==> config.mk <==
export PLATFORM = sky130hd
export DESIGN_NAME = dcc_stage
export DESIGN_NICKNAME = d
export VERILOG_FILES = /design/src/rtl/dcc_pkg.sv /design/src/rtl/dcc_incr.sv /design/src/rtl/dcc_lane_reg.sv /design/src/rtl/dcc_cmp_latch.sv /design/src/rtl/dcc_stage.sv
export SDC_FILE = /design/constraint.sdc
export NUM_CORES = 1
export LEC_CHECK = 0
export BUFFER_PORTS_ARGS = -buffer_cell sky130_fd_sc_hd__buf_4
export CORE_MARGIN = 10
export CORE_UTILIZATION = 50
export CTS_BUF_LIST = sky130_fd_sc_hd__clkbuf_16
export CTS_CLUSTER_DIAMETER = 40
export DETAILED_ROUTE_END_ITERATION = 12
export PLACE_DENSITY = 0.8
export SYNTH_ARGS = -nofsm -noshare
export SYNTH_HDL_FRONTEND = slang
export SYNTH_SLANG_ARGS = --single-unit
==> constraint.sdc <==
create_clock -name clk_i -period 1.6 [get_ports clk_i]
set_clock_uncertainty 0.15 [all_clocks]
set_input_delay 0.08 -clock clk_i [delete_from_list [all_inputs] [get_ports clk_i]]
set_output_delay 0.08 -clock clk_i [all_outputs]
set_load 0.02 [all_outputs]
==> src/rtl/dcc_pkg.sv <==
package dcc_pkg;
  // default datapath width of the stage
  localparam int unsigned DCC_DEF_WIDTH = 8;
  // number of redundant operator lanes (functional + duplicate)
  localparam int unsigned DCC_LANES = 2;
  // widths below this floor give too high a chance of a stale match
  localparam int unsigned DCC_SECURE_MIN_WIDTH = 7;
endpackage

==> src/rtl/dcc_incr.sv <==
module dcc_incr #(
  parameter int unsigned WIDTH = dcc_pkg::DCC_DEF_WIDTH
) (
  input  logic [WIDTH-1:0] a_i,
  output logic [WIDTH-1:0] y_o
);
  always_comb begin
    y_o = a_i + WIDTH'(1);
  end
endmodule

==> src/rtl/dcc_lane_reg.sv <==
module dcc_lane_reg #(
  parameter int unsigned     WIDTH   = dcc_pkg::DCC_DEF_WIDTH,
  parameter logic [WIDTH-1:0] RST_VAL = '0
) (
  input  logic             clk_i,
  input  logic             rst_ni,
  input  logic             ld_i,
  input  logic [WIDTH-1:0] d_i,
  output logic [WIDTH-1:0] q_o
);
  logic [WIDTH-1:0] q_q;
  logic [WIDTH-1:0] q_d;

  always_comb begin
    q_d = ld_i ? d_i : q_q;
  end

  always_ff @(posedge clk_i or negedge rst_ni) begin
    if (!rst_ni) q_q <= RST_VAL;
    else         q_q <= q_d;
  end

  assign q_o = q_q;


  lane_load_chk: assert property (@(posedge clk_i) disable iff (!rst_ni)
    ld_i |=> (q_o == $past(d_i)));


  lane_hold_chk: assert property (@(posedge clk_i) disable iff (!rst_ni)
    !ld_i |=> $stable(q_o));
endmodule

==> src/rtl/dcc_cmp_latch.sv <==
module dcc_cmp_latch #(
  parameter int unsigned WIDTH = dcc_pkg::DCC_DEF_WIDTH
) (
  input  logic             clk_i,
  input  logic             rst_ni,
  input  logic             ck_i,
  input  logic [WIDTH-1:0] a_i,
  input  logic [WIDTH-1:0] b_i,
  output logic             fault_o
);
  logic mismatch;
  logic fault_q;
  logic fault_d;

  always_comb begin
    mismatch = (a_i != b_i);
    fault_d  = fault_q | (ck_i & mismatch);
  end

  always_ff @(posedge clk_i or negedge rst_ni) begin
    if (!rst_ni) fault_q <= 1'b0;
    else         fault_q <= fault_d;
  end

  assign fault_o = fault_q;


  cmp_flag_chk: assert property (@(posedge clk_i) disable iff (!rst_ni)
    (ck_i && (a_i != b_i)) |=> fault_o);


  cmp_clean_chk: assert property (@(posedge clk_i) disable iff (!rst_ni)
    (ck_i && !fault_o && (a_i == b_i)) |=> !fault_o);


  cmp_sticky_chk: assert property (@(posedge clk_i) disable iff (!rst_ni)
    fault_o |=> fault_o);


  cmp_idle_chk: assert property (@(posedge clk_i) disable iff (!rst_ni)
    (!ck_i && !fault_o) |=> !fault_o);
endmodule

==> src/rtl/dcc_stage.sv <==
module dcc_stage #(
  parameter int unsigned WIDTH = dcc_pkg::DCC_DEF_WIDTH
) (
  input  logic             clk_i,
  input  logic             rst_ni,
  input  logic [WIDTH-1:0] operand_i,
  input  logic             ld_compute_i,
  input  logic             ld_check_i,
  output logic [WIDTH-1:0] result_o,
  output logic             fault_o
);
  localparam int unsigned LANES = dcc_pkg::DCC_LANES;

  logic [WIDTH-1:0] sum_w [LANES];
  logic [WIDTH-1:0] reg_q [LANES];

  for (genvar l = 0; l < LANES; l++) begin : g_lane
    // lane 0 resets to zeros, lane 1 to ones, so a premature check mismatches
    localparam logic [WIDTH-1:0] LANE_RST = (l == 0) ? '0 : '1;

    dcc_incr #(.WIDTH(WIDTH)) u_incr (
      .a_i (operand_i),
      .y_o (sum_w[l])
    );

    dcc_lane_reg #(.WIDTH(WIDTH), .RST_VAL(LANE_RST)) u_reg (
      .clk_i  (clk_i),
      .rst_ni (rst_ni),
      .ld_i   (ld_compute_i),
      .d_i    (sum_w[l]),
      .q_o    (reg_q[l])
    );
  end

  dcc_cmp_latch #(.WIDTH(WIDTH)) u_cmp (
    .clk_i   (clk_i),
    .rst_ni  (rst_ni),
    .ck_i    (ld_check_i),
    .a_i     (reg_q[0]),
    .b_i     (reg_q[1]),
    .fault_o (fault_o)
  );

  assign result_o = reg_q[0];


  rst_state_chk: assert property (@(posedge clk_i)
    !rst_ni |-> (result_o == '0 && !fault_o));


  wrap_chk: assert property (@(posedge clk_i) disable iff (!rst_ni)
    (ld_compute_i && operand_i == '1) |=> (result_o == '0));
endmodule

After elaboration in Yosys (flattened, before gate mapping)
Index checks and enable logic that the tools add are counted.
{"block": "classes", "n_addsub": 1, "eq_ne": 1, "bitwise_logic": 2}
{"op": "adder 8 x 1 -> 8 bit (second input constant)", "n": 1}
{"op": "inequality test 8 bit", "n": 1}
{"op": "AND 1 bit", "n": 1}
{"op": "bitwise OR 1 bit", "n": 1}
{"block": "totals", "ff_bits": 17, "inputBits": 12, "output_inout_bits": 9, "word_cells": 7}

Longest topological paths before layout
{"block": "logic_depth", "depth_word": 3, "depth_mapped": 5}

Hierarchy
From an unflattened synthesis, not the netlist that was laid out.
{"block": "unflattened", "cells_unflattened": 79, "area_unflattened_um2": 1024.7}
{"mod": "dcc_lane_reg (g_lane[1].u_reg)", "n_inst": 1, "cells_each": 17, "area_per_inst_um2": 341.6, "seq_area_each_um2": 210.2}
{"mod": "dcc_lane_reg (g_lane[0].u_reg)", "n_inst": 1, "cells_each": 17, "area_per_inst_um2": 331.6, "seq_area_each_um2": 200.2}
{"mod": "dcc_incr", "n_inst": 2, "cells_each": 16, "area_per_inst_um2": 116.4, "seq_area_each_um2": 0.0}
{"mod": "dcc_cmp_latch", "n_inst": 1, "cells_each": 13, "area_per_inst_um2": 118.9, "seq_area_each_um2": 25.0}

Worst setup path after synthesis
No wires, ideal clock.
{"block": "synth_timing", "path_kind": "register to register", "startpoint": "register g_lane[1].u_reg.q_q[2]", "endpoint": "register u_cmp.fault_q (netlist: u_cmp.fault_o)", "t_arrival_ns": 0.922, "t_required_ns": 1.328, "slack_ns": 0.406, "path_stages_with_launch": 5, "n_path_buf": 0, "period_less_slack_ns": 1.194, "cell_sequence": "dfstp_2 -> xnor2_1 -> nand4_1 -> o21ai_0 -> nand2b_1"}
{"block": "synth_via", "elab_chain_len": 3}
{"element": "start, declared", "line_no": "dcc_lane_reg.sv:11", "rtl": "logic [WIDTH-1:0] q_q;"}
{"element": "start signal, assigned", "line_no": "dcc_lane_reg.sv:20", "rtl": "else q_q <= q_d;"}
{"element": "inequality test 8 bit", "line_no": "dcc_cmp_latch.sv:16", "rtl": "mismatch = (a_i != b_i);"}
{"element": "AND 1 bit", "line_no": "dcc_cmp_latch.sv:17", "rtl": "fault_d = fault_q | (ck_i & mismatch);"}
{"element": "bitwise OR 1 bit", "line_no": "dcc_cmp_latch.sv:17"}
{"element": "named net u_cmp.fault_d", "line_no": "dcc_cmp_latch.sv:13", "rtl": "logic fault_d;"}
{"element": "end signal, assigned", "line_no": "dcc_cmp_latch.sv:22", "rtl": "else fault_q <= fault_d;"}
{"element": "end, declared", "line_no": "dcc_cmp_latch.sv:12", "rtl": "logic fault_q;"}
The timed path passes the listed nets, and every way through them passes these cells.
A chain may end at the register's enable or synchronous reset.

Worst setup path after layout
{"block": "layout_timing", "startpoint": "input operand_i[0]", "endpoint": "register g_lane[0].u_reg.q_q[4]"}
{"block": "layout_via", "elab_chain_len": 1}
{"element": "start, declared", "line_no": "dcc_stage.sv:6", "rtl": "input logic [WIDTH-1:0] operand_i,"}
{"element": "adder 8 x 1 -> 8 bit", "line_no": "dcc_incr.sv:8", "rtl": "y_o = a_i + WIDTH'(1);"}
{"element": "end signal, assigned", "line_no": "dcc_lane_reg.sv:20"}
{"element": "end, declared", "line_no": "dcc_lane_reg.sv:11"}
No other way between the ends.

==> results_dict.tcl <==
set metrics [dict create \
    worstHoldStart "ld_compute_i" \
    overflow 0 \
    cts_buffers 3 \
    fmax_ghz 0.678 \
    drc 0 \
    drtIter0Drc 15 \
    syn_to_final_growth_pct 33.5 \
    fin_crit_ps 1480 \
    insertion_delay_ps 250 \
    slew_headroom_pct 85.5 \
    rsz0062_at_grt "false" \
    multi_input_area_um2 349 \
    cellPowerDensity_nw_per_um2 1140 \
    post_drt_wl_per_cell_um 14.4 \
    setup_viol 0 \
    drt_first_pass_iters 4 \
    clockBufferDepth 2 \
    crit_start "operand_i[0]" \
    yosysUniqueCellTypes 19 \
    syn_inst 79 \
    die_h_um 60.5 \
    r2r-end "u_cmp.fault_o" \
    crit_path_start_kind "input port" \
    antenna_found_initial 0 \
    holdWs_ps 17.6 \
    path_clk_slew_ps 50 \
    synth_top_area_cell "dfrtp_1" \
    crit_path_end_kind "flop" \
    mostFrequentLayoutCells "buf_4, xnor2_1, dfrtp_1" \
    vias 622 \
    ctsResizeCount 0 \
    finalHoldViolations 0 \
    path_class "input port to flop" \
    crit_arrival_ps 1470 \
    num-fill-cells 118 \
    ir_worst_vdd_mv 0.607 \
    post-route-util_pct 71.7 \
    fin_nets 119 \
    clock-root-buffer "clkbuf_16" \
    drt-vias-per-instance 5.14 \
    clock_sinks 17 \
    r2r_slack_ps 290 \
    yosysSeqAreaShare_pct 53.2 \
    dp_hpwl_um 1290 \
    htreeDepth 1 \
    p_leak_nw 0.465 \
    gp_congestion 0.777 \
    max_cap_violations 0 \
    pre_cts_ws_ps 288 \
    avgSynthCellArea_um2 10.4 \
    holdPathStages 2 \
    period_share_pct 92.2 \
    diodes 0 \
    reg2reg_from "g_lane[1].u_reg.q_o[4]" \
    yosysTopAreaCellShare_pct 27.5 \
    min_path_type "input port to flop" \
    ff2ff_path_depth 4 \
    required_ps 1590 \
    layout_commonest_cell "buf_4" \
    tns_ps 0 \
    grt_max_degree 26 \
    drt_wl_total_um 1740 \
    initial_utilization_pct 53.7 \
    drive_above_1_share_pct 30.5 \
    synth.area.top_cells "dfrtp_1, dfstp_2, xnor2_1" \
    fp.dieW_um 60.5 \
    antenna_left 0 \
    worst_slew_pin_slew_ps 217 \
    row_count 14 \
    register_area_um2 435 \
    die_area_um2 3650 \
    core_region_area_um2 1520 \
    worst_slack_ps 125 \
    grt_usage_pct 10.6 \
    status "finished, final reports clean" \
    io_pins 21 \
    ys_ff_latch 17 \
    yosysWarnings 0 \
    synth_area_um2 818 \
    cp_max_fo 5 \
    synthesis.nets 92 \
    slew_viol_final 0 \
    grt_pass1_vias 635 \
    grt_pass1_wl_um 2920 \
    cts_tree "built" \
    port_buffers 20 \
    min_to "g_lane[1].u_reg.q_o[6]" \
]
[power by group]
group	switching (mW)	total, mW	internal, mW
logic	0.108	0.219	0.111
clock network	0.164	0.496	0.332
registers	0.0359	0.525	0.489
total	0.308	1.24	0.933
[layer usage]
layer,routed length (µm),share of wire [%],vias to the layer above,GRT usage [%]
met4,70,4.0,0,9.40
li1,-,-,318,-
met1,831,48,279,13.4
met3,96,5.5,5,2.30
met2,738,42,20,14.9
met5,0,0,-,0
[per-stage QoR]
stage	instance area, µm²	instances	power, mW
CTS	1090	121	1.25
global placement	973	113	0.739
floorplan	818	79	0.651
global route	1090	121	1.30
detailed placement	973	113	0.746
finish	1090	121	1.24
[worst max-delay path: stages]
cell           delay (ps)
dlygate4sd3_1         540
buf_4                 150
ha_1                  230
nand3_1               110
xor2_1                150
nand2_1                80
o21a_1                110
[kinds of logic (layout without fill, tap and decap cells)]
group / after synthesis / after routing / synth area share [%]
compound gates: 17 / 17 / 12.8
xor+xnor: 12 / 12 / 12.8
fa+ha+maj: 1 / 1 / 1.53
buf+inv: 7 / 33 / 4.13
flops: 17 / 17 / 53.2
simple gates: 25 / 25 / 15.4
[sequential cells by signal, indices dropped and copies added, names as in the netlist]
register / count
u_cmp.fault_o: 1
g_lane.u_reg.q_o: 16
[synthesized netlist by cell type, drive strengths merged]
| library cell | number |
|---|---|
| nor2 | 7 |
| and3 | 1 |
| nand4 | 3 |
| clkbuf | 1 |
| buf | 1 |
| xor2 | 2 |
| o21a | 8 |
| a21oi | 2 |
| nand2 | 5 |
| o21ai | 7 |
| nand3 | 5 |
| or3 | 2 |
| dfrtp | 9 |
| nand2b | 2 |
| dfstp | 8 |
| xnor2 | 10 |
| inv | 5 |
| ha | 1 |
[how the worst max path moves through the flow]
stage,to,depth (start not counted)
6_report,g_lane[0].u_reg.q_o[4],7
2_1_floorplan,u_cmp.fault_o,4
3_3_place_gp,u_cmp.fault_o,4
5_1_grt,g_lane[0].u_reg.q_o[4],7
4_1_cts,g_lane[0].u_reg.q_o[4],7
3_5_place_dp,u_cmp.fault_o,4
[area by class of cell]
type	count	share of cell area (%)
clock inverters	1	0.344
well taps	16	1.83
clock buffers	3	6.87
flip-flops and latches	17	39.9
multi-input cells	55	32.0
repair buffers	24	17.4
inverters	5	1.72
[repair_timing]
action,CTS,global route
endpoints found under the hold margin,20,0
hold buffers,4,0
endpoints found under the setup margin,0,0
buffers inserted,0,0
(Power assumes the default switching activity.)
